<file path="src/rtl/fan_ramp_pkg.sv">
package fan_ramp_pkg;

    localparam int unsigned DUTY_W      = 8;
    localparam int unsigned RATE_W      = 3;
    localparam int unsigned NUM_CH      = 3;
    localparam int unsigned SEL_W       = 2;
    localparam int unsigned SLOW_FACTOR = 4;
    localparam int unsigned FULL_SPAN   = (1 << DUTY_W) - 1;

    // Captured per-context rate setting
    typedef struct packed {
        logic [RATE_W-1:0] code;
        logic              slow;
    } chan_rate_t;

    // Policy applied while the temperature is under its lower threshold
    typedef enum logic {
        BELOW_OFF      = 1'b0,
        BELOW_HOLD_MIN = 1'b1
    } below_mode_e;

    // Full-scale sweep time in milliseconds for a rate code
    function automatic int unsigned sweep_ms(input logic [RATE_W-1:0] code,
                                             input logic              stretch);
        int unsigned ms;
        case ({stretch, code})
            4'b0_000: ms = 37500;
            4'b0_001: ms = 18800;
            4'b0_010: ms = 12500;
            4'b0_011: ms = 7500;
            4'b0_100: ms = 4700;
            4'b0_101: ms = 3100;
            4'b0_110: ms = 1600;
            4'b0_111: ms = 800;
            4'b1_000: ms = 52200;
            4'b1_001: ms = 26100;
            4'b1_010: ms = 17400;
            4'b1_011: ms = 10400;
            4'b1_100: ms = 6500;
            4'b1_101: ms = 4400;
            4'b1_110: ms = 2200;
            default:  ms = 1100;
        endcase
        return ms;
    endfunction

    // Ticks per one-LSB step: sweep time over span, rounded to nearest
    function automatic int unsigned step_interval(input logic [RATE_W-1:0] code,
                                                  input logic              stretch,
                                                  input logic              slow,
                                                  input int unsigned       span);
        int unsigned base;
        base = (2 * sweep_ms(code, stretch) + span) / (2 * span);
        return slow ? base * SLOW_FACTOR : base;
    endfunction

    localparam int unsigned MAX_INTV = step_interval('0, 1'b1, 1'b1, FULL_SPAN);
    localparam int unsigned INTV_W   = $clog2(MAX_INTV + 1);

endpackage

</file>
<file path="src/rtl/fan_ramp_rate_sel.sv">
module fan_ramp_rate_sel
    import fan_ramp_pkg::*;
#(
    parameter int unsigned CHANNELS = NUM_CH,
    parameter int unsigned SW       = SEL_W,
    parameter int unsigned SPAN     = FULL_SPAN,
    parameter int unsigned IW       = INTV_W
) (
    input  logic                       clk,
    input  logic                       rst,
    input  logic [CHANNELS*RATE_W-1:0] codes_i,
    input  logic [CHANNELS-1:0]        slow_i,
    input  logic                       stretch_i,
    input  logic [SW-1:0]              sel_i,
    output logic [IW-1:0]              interval_o
);

    logic          stretch_q;
    logic [SW-1:0] sel_q;
    logic [IW-1:0] ch_intv [CHANNELS];

    always_ff @(posedge clk) begin
        if (rst) begin
            stretch_q <= 1'b0;
            sel_q     <= '0;
        end else begin
            stretch_q <= stretch_i;
            sel_q     <= sel_i;
        end
    end

    for (genvar g = 0; g < CHANNELS; g++) begin : g_ctx
        chan_rate_t cfg_q;

        always_ff @(posedge clk) begin
            if (rst) begin
                cfg_q <= '0;
            end else begin
                cfg_q <= '{code: codes_i[g*RATE_W +: RATE_W], slow: slow_i[g]};
            end
        end

        assign ch_intv[g] = IW'(step_interval(cfg_q.code, stretch_q, cfg_q.slow, SPAN));

        // a slowed context always steps on a multiple of four ticks
        a_r4_slow_multiple: assert property (@(posedge clk) disable iff (rst)
            cfg_q.slow |-> (ch_intv[g][1:0] == 2'b00));
    end

    // Out-of-range select values fall back to context 0 (local)
    always_comb begin
        interval_o = ch_intv[0];
        for (int i = 1; i < CHANNELS; i++) begin
            if (32'(sel_q) == i) begin
                interval_o = ch_intv[i];
            end
        end
    end

endmodule

</file>
<file path="src/rtl/fan_ramp_policy.sv">
module fan_ramp_policy
    import fan_ramp_pkg::*;
#(
    parameter int unsigned DW = DUTY_W
) (
    input  logic          below_i,
    input  logic          hold_min_i,
    input  logic [DW-1:0] min_duty_i,
    input  logic [DW-1:0] target_i,
    output logic [DW-1:0] goal_o
);

    below_mode_e mode;

    always_comb begin
        mode = below_mode_e'(hold_min_i);
        if (!below_i) begin
            goal_o = target_i;
        end else begin
            case (mode)
                BELOW_HOLD_MIN: goal_o = min_duty_i;
                default:        goal_o = '0;
            endcase
        end
    end

endmodule

</file>
<file path="src/rtl/fan_ramp_engine.sv">
module fan_ramp_engine
    import fan_ramp_pkg::*;
#(
    parameter int unsigned DW = DUTY_W,
    parameter int unsigned IW = INTV_W
) (
    input  logic          clk,
    input  logic          rst,
    input  logic          tick_i,
    input  logic [DW-1:0] target_i,
    input  logic [IW-1:0] interval_i,
    output logic [DW-1:0] duty_o
);

    localparam logic [DW-1:0] ONE_LSB  = DW'(1);
    localparam logic [IW:0]   CNT_STEP = (IW+1)'(1);

    logic [DW-1:0] duty_q;
    logic [DW-1:0] goal_q;
    logic [IW-1:0] intv_q;
    logic [IW-1:0] cnt_q;
    logic [IW:0]   cnt_inc;
    logic          restart;
    logic          at_goal;
    logic          step_due;

    always_comb begin
        restart  = (target_i != goal_q) || (interval_i != intv_q);
        at_goal  = (duty_q == goal_q);
        cnt_inc  = {1'b0, cnt_q} + CNT_STEP;
        step_due = (cnt_inc >= {1'b0, intv_q});
    end

    always_ff @(posedge clk) begin
        if (rst) begin
            duty_q <= '0;
            goal_q <= '0;
            intv_q <= '0;
            cnt_q  <= '0;
        end else if (restart) begin
            goal_q <= target_i;
            intv_q <= interval_i;
            cnt_q  <= '0;
        end else if (at_goal) begin
            cnt_q <= '0;
        end else if (tick_i) begin
            if (step_due) begin
                cnt_q  <= '0;
                duty_q <= (goal_q > duty_q) ? duty_q + ONE_LSB : duty_q - ONE_LSB;
            end else begin
                cnt_q <= cnt_inc[IW-1:0];
            end
        end
    end

    assign duty_o = duty_q;

    // reset forces the duty to zero
    a_r1_reset_zero: assert property (@(posedge clk)
        rst |=> (duty_q == '0));

    // no movement without a timebase tick
    a_r10_tick_gates_step: assert property (@(posedge clk) disable iff (rst)
        !tick_i |=> $stable(duty_q));

    // every change is exactly one LSB
    a_r6_one_lsb: assert property (@(posedge clk) disable iff (rst)
        !$stable(duty_q) |-> ((duty_q == $past(duty_q) + ONE_LSB) ||
                              (duty_q == $past(duty_q) - ONE_LSB)));

    // rising duty never passes the goal
    a_r6_no_overshoot_up: assert property (@(posedge clk) disable iff (rst)
        (duty_q < goal_q) |=> (duty_q <= $past(goal_q)));

    // falling duty never passes the goal
    a_r6_no_overshoot_down: assert property (@(posedge clk) disable iff (rst)
        (duty_q > goal_q) |=> (duty_q >= $past(goal_q)));

    // a restart clears the count and keeps the duty
    a_r7_restart_keeps_duty: assert property (@(posedge clk) disable iff (rst)
        restart |=> ((cnt_q == '0) && (duty_q == $past(duty_q))));

endmodule

</file>
<file path="src/rtl/fan_duty_ramp.sv">
module fan_duty_ramp
    import fan_ramp_pkg::*;
#(
    parameter int unsigned DW = DUTY_W,
    parameter int unsigned RW = RATE_W,
    parameter int unsigned SW = SEL_W
) (
    input  logic          clk,
    input  logic          rst,
    input  logic          tick_1ms_i,
    input  logic [SW-1:0] chan_sel_i,
    input  logic [RW-1:0] rate_local_i,
    input  logic [RW-1:0] rate_rem1_i,
    input  logic [RW-1:0] rate_rem2_i,
    input  logic          slow_local_i,
    input  logic          slow_rem1_i,
    input  logic          slow_rem2_i,
    input  logic          extra_slow_i,
    input  logic          below_limit_i,
    input  logic          hold_min_i,
    input  logic [DW-1:0] min_duty_i,
    input  logic [DW-1:0] target_duty_i,
    output logic [DW-1:0] duty_o
);

    localparam int unsigned CH   = NUM_CH;
    localparam int unsigned SPAN = (1 << DW) - 1;

    logic [CH*RW-1:0] codes;
    logic [CH-1:0]    slows;
    logic [INTV_W-1:0] interval;
    logic [DW-1:0]    goal;

    // Context index order: 0 local, 1 remote 1, 2 remote 2
    assign codes = {rate_rem2_i, rate_rem1_i, rate_local_i};
    assign slows = {slow_rem2_i, slow_rem1_i, slow_local_i};

    fan_ramp_rate_sel #(
        .CHANNELS (CH),
        .SW       (SW),
        .SPAN     (SPAN),
        .IW       (INTV_W)
    ) u_rate (
        .clk        (clk),
        .rst        (rst),
        .codes_i    (codes),
        .slow_i     (slows),
        .stretch_i  (extra_slow_i),
        .sel_i      (chan_sel_i),
        .interval_o (interval)
    );

    fan_ramp_policy #(
        .DW (DW)
    ) u_policy (
        .below_i    (below_limit_i),
        .hold_min_i (hold_min_i),
        .min_duty_i (min_duty_i),
        .target_i   (target_duty_i),
        .goal_o     (goal)
    );

    fan_ramp_engine #(
        .DW (DW),
        .IW (INTV_W)
    ) u_engine (
        .clk        (clk),
        .rst        (rst),
        .tick_i     (tick_1ms_i),
        .target_i   (goal),
        .interval_i (interval),
        .duty_o     (duty_o)
    );

    // once settled at zero under the off policy, the duty stays at zero
    a_r8_off_stays_zero: assert property (@(posedge clk) disable iff (rst)
        (below_limit_i && !hold_min_i && $past(below_limit_i && !hold_min_i) &&
         (duty_o == '0)) |=> (duty_o == '0));

    // once at the minimum under the hold policy, the duty stays there
    a_r9_hold_min_stays: assert property (@(posedge clk) disable iff (rst)
        (below_limit_i && hold_min_i && $past(below_limit_i && hold_min_i) &&
         $stable(min_duty_i) && (duty_o == min_duty_i)) |=> (duty_o == $past(min_duty_i)));

endmodule

</file>
<file path="config.mk">
export PLATFORM = sky130hd
export DESIGN_NAME = fan_duty_ramp
export DESIGN_NICKNAME = d
export VERILOG_FILES = /design/src/rtl/fan_ramp_pkg.sv /design/src/rtl/fan_ramp_rate_sel.sv /design/src/rtl/fan_ramp_policy.sv /design/src/rtl/fan_ramp_engine.sv /design/src/rtl/fan_duty_ramp.sv
export SDC_FILE = /design/constraint.sdc
export NUM_CORES = 1
export LEC_CHECK = 0
export BUFFER_PORTS_ARGS = -buffer_cell sky130_fd_sc_hd__buf_2
export CAP_MARGIN = 10
export CORE_UTILIZATION = 65
export CTS_BUF_LIST = sky130_fd_sc_hd__clkbuf_8
export DETAILED_ROUTE_END_ITERATION = 12
export PLACE_DENSITY = 0.85
export SYNTH_ARGS = -nofsm -noshare
export SYNTH_HDL_FRONTEND = slang
export SYNTH_HIERARCHICAL = 1
export SYNTH_SLANG_ARGS = --single-unit
</file>
<file path="constraint.sdc">
create_clock -name clk -period 13.7 [get_ports clk]
set_clock_uncertainty 0.1 [all_clocks]
set_input_delay 2.74 -clock clk [delete_from_list [all_inputs] [get_ports clk]]
set_output_delay 2.74 -clock clk [all_outputs]
set_load 0.05 [all_outputs]
</file>
==> reports/results.txt, run 1 <==
CTS buffer count = 9
Rows = 55
Largest net degree at the start of global routing = 78
Total gr overflow = 0
Mapped Nets = 2241
# hold bufs at CTS = 0
Clock network fraction of design power = 13.8%
GRT Total Usage = 35.7%
Post-layout net count = 2203
Post-cts gate resize count = 0
Worst Tran Pin Value = 1.13 ns
Hold Crit Class = reg2reg
Total power = 1.49 mW
Power density over the cells = 94.8 nW/um2
Clock transition at path regs = 0.10 ns
Buffers plus inverters on the worst setup path = 2
Yosys reg bits = 83
Critical path startpoint category = flip-flop
Area delta synth->final = 3.11%
Post-Synthesis Cells = 2143
Max VDD drop = 0.0000670 V
Comb power frac = 66.8%
Setup WS pre-CTS = 1.71 ns
Count of clock tree sinks = 83
Endpoints failing hold = 0
Worst EP required = 13.89 ns
Initial antenna violation count = 0
Post-Syn Area = 15200 um2
# diodes = 0
DRC Markers = 0
Status = completed
Post-DP HPWL = 34500 um
Switch share = 51.1%
Postcts setup bufs = 0
Max Freq = 81.1 MHz
Die height = 155 um
Proportion of synthesized chip area in sequential cells = 10.9%
Vias in the first global route = 15222
Core area = 22800 um2
Root Buffer = clkbuf_8
Final estimated routing congestion in global placement = 0.972
YS warnings = 6
Largest delay share family, worst path = compound AO/OA/AOI/OAI gates
Total wire length = 44900 um
Via count = 17104
Fin crit share = 90.0%
Post-route setup slack = 1.37 ns
Endpoints failing setup = 0
Initial Utilization = 66.7%
Setup_tns = 0 ns
Relative slew slack = 24.4%
Max-cap violations = 0
Clk buf depth = 2
Placed cell areas = 15400 um2
Unrepaired setup endpoints after global routing = false
Worst Path Class, Setup = reg2reg
Die Wd = 155 um
Leakage dissipation = 5.75 nW
Sequential power share = 19.5%
P_sw = 759 uW
Final core occ = 68.8%
FFs w/ async S/R, synth = 0%
Worst stage delay on the critical path = 0.82 ns
Insertion delay to the later sink of the worst-skew pair = 0.36 ns
Fill cells = 1927
First drt pass iteration count = 6
Port buffer count = 43
Footprint of the multi-input gates = 12900 um2
DRC violation total after the first TritonRoute iteration = 1840
Share of layout cells above drive strength 1 = 10.0%
Final Max Tran Viols = 0
Synth unique cells = 127
Fin cells = 2423
Dpl cells = 2407
Minimum clock period after layout = 12.33 ns
Worst-path maximum fanout = 13
Final hold slack = 0.406 ns
Crit. End Element = flip-flop
Antenna-violating nets left = 0
Post-synth EDFFs = 0
CTS tree = done
Routed len/inst = 18.5 um
Internal power = 727 uW
Ys flop type = dfxtp_1
First-pass GRT wire length = 72400 um
DR vias/cell = 7.06
Finished Cell Area = 15700 um2
IO Count = 44
Sequential cell area = 1660 um2
Avg Inst Size Synth = 7.09 um2
H-tree level count = 3
Slowest-stage cell, CP = xor2_1
Critical path data arrival time = 12.52 ns
Die area = 24000 um2
==> synth_stat cells (all sizes together) (34+ instances only) <==
master	instances	area, um2
nand2	186	708
ha	61	763
xnor2	84	743
nor3	66	362
dfxtp	83	1660
nor2	227	857
or2	34	213
o211ai	39	303
a31oi	54	368
o21ai	103	523
xor2	48	435
inv	62	233
clkbuf	68	258
nand2b	45	282
mux2i	38	384
and2	35	228
nor2b	35	219
nand3	91	475
a211oi	49	413
a21oi	146	753
==> kinds of logic (layout without fill, tap and decap cells) <==
logic type / count (synthesis) / in the layout / synth area share (%)
AOI/OAI and AO/OA: 716 / 716 / 34.8
xor gates and xnor gates: 132 / 132 / 7.76
adders and majority gates: 62 / 62 / 5.16
buffers and inverters: 162 / 129 / 4.37
DFF: 83 / 83 / 10.9
muxes: 59 / 59 / 4.28
and+or+nand+nor: 929 / 929 / 32.7
==> power groups by stage <==
stage,clock (mW),combinational (mW),sequential [mW]
final,0.205,0.992,0.289
after global routing,0.216,1.07,0.292
after CTS,0.207,0.958,0.288
after detailed placement,0,0.952,0.294
after global placement,0,0.932,0.293
after floorplan,0,0.780,0.276
==> layer usage <==
metal	GRT usage, %	up-vias	wire length (um)
met5	0	-	0
met4	11.7	0	1140
met3	4.93	143	3840
met2	59.7	941	20700
met1	47.2	7919	19300
li1	-	8101	-
==> layout make-up <==
| cell class | count | share of cell area [%] |
|---|---|---|
| clock buffer | 9 | 0.791 |
| clock inverter | 7 | 0.671 |
| inverter | 62 | 1.49 |
| multi-input combinational | 1898 | 82.2 |
| sequential | 83 | 10.6 |
| tap | 313 | 2.50 |
| timing repair buffer | 51 | 1.76 |
==> layout by cell type (no fill, tap or decap), types with 14 or more instances in the layout <==
cell      Yosys  routed
o211ai_1     37      37
a31oi_1      52      52
a21o_1       25      25
or2_2        30      30
buf_2        21      43
a211o_1      15      15
a31o_2       14      14
a21oi_1     142     142
nand4b_1     15      15
xnor2_1      83      83
and2_1       29      29
nand3_1      87      87
nor3_1       61      61
xor2_1       46      46
inv_1        62      62
nand2_1     184     184
mux2i_1      37      37
a211oi_1     40      40
o22ai_1      21      21
o31ai_1      26      26
nor4_1       26      26
mux2_2       16      16
o21ai_0      92      92
nand3b_1     20      20
nor2b_1      35      35
o21a_1       16      16
o31a_1       16      16
ha_1         61      61
and3_1       30      30
or3_1        24      24
dfxtp_1      83      83
nor2_1      225     225
nand2b_1     45      45
nand4_1      28      28
==> final timing paths <==
path | slack, ns | endpoint | cells after the start | startpoint
worst max register to register | 1.37 | u_engine/duty_o[4] | 38 | flip-flop
worst max-delay path | 1.37 | u_engine/duty_o[4] | 38 | flip-flop
worst min-delay path | 0.41 | u_engine/cnt_q[9] | 2 | u_engine/cnt_q[9]
worst min register to register | 0.41 | u_engine/cnt_q[9] | 2 | u_engine/cnt_q[9]
==> worst register-to-register path, delay by kind of cell, from the launching register on <==
family	cells	cell delay [ns]
AO/OA/AOI/OAI	18	5.37
AND/OR/NAND/NOR	12	3.23
XOR/XNOR	3	1.39
multiplexers	1	0.64
adder cells (fa/ha/maj)	2	0.62
flip-flops	1	0.60
buffers and inverters	2	0.35
Note: power is estimated with default switching activity, not from simulation.
==> run 2, diff against run 1 <==
--- a/config.mk
+++ b/config.mk
@@ -10,7 +10,7 @@
 export CORE_UTILIZATION = 65
 export CTS_BUF_LIST = sky130_fd_sc_hd__clkbuf_8
 export DETAILED_ROUTE_END_ITERATION = 12
-export PLACE_DENSITY = 0.85
+export PLACE_DENSITY = 0.83
 export SYNTH_ARGS = -nofsm -noshare
 export SYNTH_HDL_FRONTEND = slang
 export SYNTH_HIERARCHICAL = 1
==> run 2 against run 1 <==
  * Wire length decreased by 2.1%
  * Global-route usage increased by 0.053 points
  * Setup slack improved by 0.28 ns
  * First-iteration DRC count increased by 5.2%
==> reports/results.txt, run 2 (synthesis results as in run 1) <==
GRT Total Usage = 35.7% (about the same)
Post-cts gate resize count = 0 (unchanged)
Total gr overflow = 0 (unchanged)
Endpoints failing setup = 0 (unchanged)
Port buffer count = 43 (unchanged)
Post-layout net count = 2202 (was 2203)
First-pass GRT wire length = 72700 um (was 72400 um)
Commonest non-fill, non-tap cells in the layout = nor2_1, nand2_1, a21oi_1 (unchanged)
Final core occ = 68.6% (was 68.8%)
Fin crit share = 87.9% (was 90.0%)
CTS buffer count = 9 (unchanged)
Antenna-violating nets left = 0 (unchanged)
Final Max Tran Viols = 0 (unchanged)
Vias in the first global route = 14816 (was 15222)
Setup_tns = 0 ns (unchanged)
Initial Utilization = 66.7% (unchanged)
H-tree level count = 3 (unchanged)
Fin cells = 2423 (unchanged)
Worst-path maximum fanout = 13 (unchanged)
Initial antenna violation count = 1 (was 0)
Minimum clock period after layout = 12.04 ns (was 12.33 ns)
Area delta synth->final = 2.93% (was 3.11%)
Endpoints failing hold = 0 (unchanged)
Via count = 16897 (was 17104)
Worst stage delay on the critical path = 0.82 ns (about the same)
Max VDD drop = 0.0000626 V (was 0.0000670 V)
Largest net degree at the start of global routing = 78 (unchanged)
Total wire length = 44000 um (was 44900 um)
Hold Crit Class = reg2reg (unchanged)
DRC violation total after the first TritonRoute iteration = 1935 (was 1840)
Commonest non-fill, non-tap cell in the layout = nor2_1 (unchanged)
Die height = 155 um (unchanged)
# hold bufs at CTS = 0 (unchanged)
Clk buf depth = 2 (unchanged)
Share of layout cells above drive strength 1 = 10.0% (about the same)
DR vias/cell = 6.97 (was 7.06)
Crit. End Element = flip-flop (unchanged)
Count of clock tree sinks = 83 (unchanged)
Critical path data arrival time = 12.26 ns (was 12.52 ns)
Power density over the cells = 93.5 nW/um2 (was 94.8 nW/um2)
DRC Markers = 0 (unchanged)
Worst Path Class, Setup = reg2reg (unchanged)
Insertion delay to the later sink of the worst-skew pair = 0.39 ns (was 0.36 ns)
Die Wd = 155 um (unchanged)
Max-cap violations = 0 (unchanged)
Critical path startpoint category = flip-flop (unchanged)
Final hold slack = 0.403 ns (was 0.406 ns)
Hold path start = u_engine/cnt_q[8] (was u_engine/cnt_q[9])
Worst Tran Pin Value = 1.13 ns (about the same)
Total power = 1.46 mW (was 1.49 mW)
IO Count = 44 (unchanged)
Status = completed (unchanged)
Relative slew slack = 24.3% (was 24.4%)
First drt pass iteration count = 5 (was 6)
Routed len/inst = 18.1 um (was 18.5 um)
Die area = 24000 um2 (unchanged)
Root Buffer = clkbuf_8 (unchanged)
Dpl cells = 2406 (was 2407)
Unrepaired setup endpoints after global routing = false (unchanged)
Leakage dissipation = 5.74 nW (was 5.75 nW)
Post-DP HPWL = 34000 um (was 34500 um)
CTS tree = done (unchanged)
Final estimated routing congestion in global placement = 1.03 (was 0.972)
Max Freq = 83.0 MHz (was 81.1 MHz)
Rows = 55 (unchanged)
Worst EP required = 13.92 ns (was 13.89 ns)
Slowest-stage cell, CP = xor2_1 (unchanged)
Clock transition at path regs = 0.10 ns (about the same)
Postcts setup bufs = 0 (unchanged)
Core area = 22800 um2 (unchanged)
==> run 2: cell count changes in the layout (fill, tap and decap cells not counted) <==
cell	delta
diode_2	+1
buf_4	-1
bufinv_16	-1
inv_6	-1
clkinv_4	+1
clkinvlp_4	+1
==> run 2: area by class of cell <==
class	count	area, um2
clock inverter	7	82.6
antenna	1	2.50
clock buffer	9	124
sequential	83	1660
fill	1950	7140
tap	313	392
multi-input combinational	1898	12900
inverter	62	233
timing repair buffer	50	268
==> run 2: final timing paths <==
path                            depth (start not counted)  slack [ns]            endpoint
worst max register to register                         38        1.66  u_engine/duty_o[4]
worst max-delay path                                   38        1.66  u_engine/duty_o[4]
worst min register to register                          2        0.40   u_engine/cnt_q[8]
worst min-delay path                                    2        0.40   u_engine/cnt_q[8]
==> run 2: routing by layer <==
metal	global-route usage, %	vias to the layer above	routed length, um
met5	0	-	0
met4	10.0	0	962
met3	3.43	88	3170
met2	59.1	849	20100
met1	49.3	7858	19800
li1	-	8102	-
==> run 2: worst max-delay path: cells and delay by family (launching register included) <==
kind,cells,cell delay (ns)
compound gates,17,5.09
xor+xnor,3,1.19
fa+ha+maj,2,0.59
buf+inv,2,0.35
flops,1,0.59
mux,2,0.95
simple gates,12,3.12
==> run 2: power by group <==
| group | switching (mW) | total [mW] | internal, mW |
|---|---|---|---|
| sequential | 0.0302 | 0.289 | 0.258 |
| combinational | 0.617 | 0.979 | 0.362 |
| clock | 0.108 | 0.195 | 0.0871 |
| total | 0.755 | 1.46 | 0.707 |
==> run 2: stage by stage <==
| step | instance area [um2] | setup slack [ns] |
|---|---|---|
| floorplan | 15200 | 3.89 |
| global placement | 15400 | 2.26 |
| detailed placement | 15400 | 2.09 |
| CTS | 15600 | 2.05 |
| global route | 15600 | 0.918 |
| finish | 15600 | 1.66 |
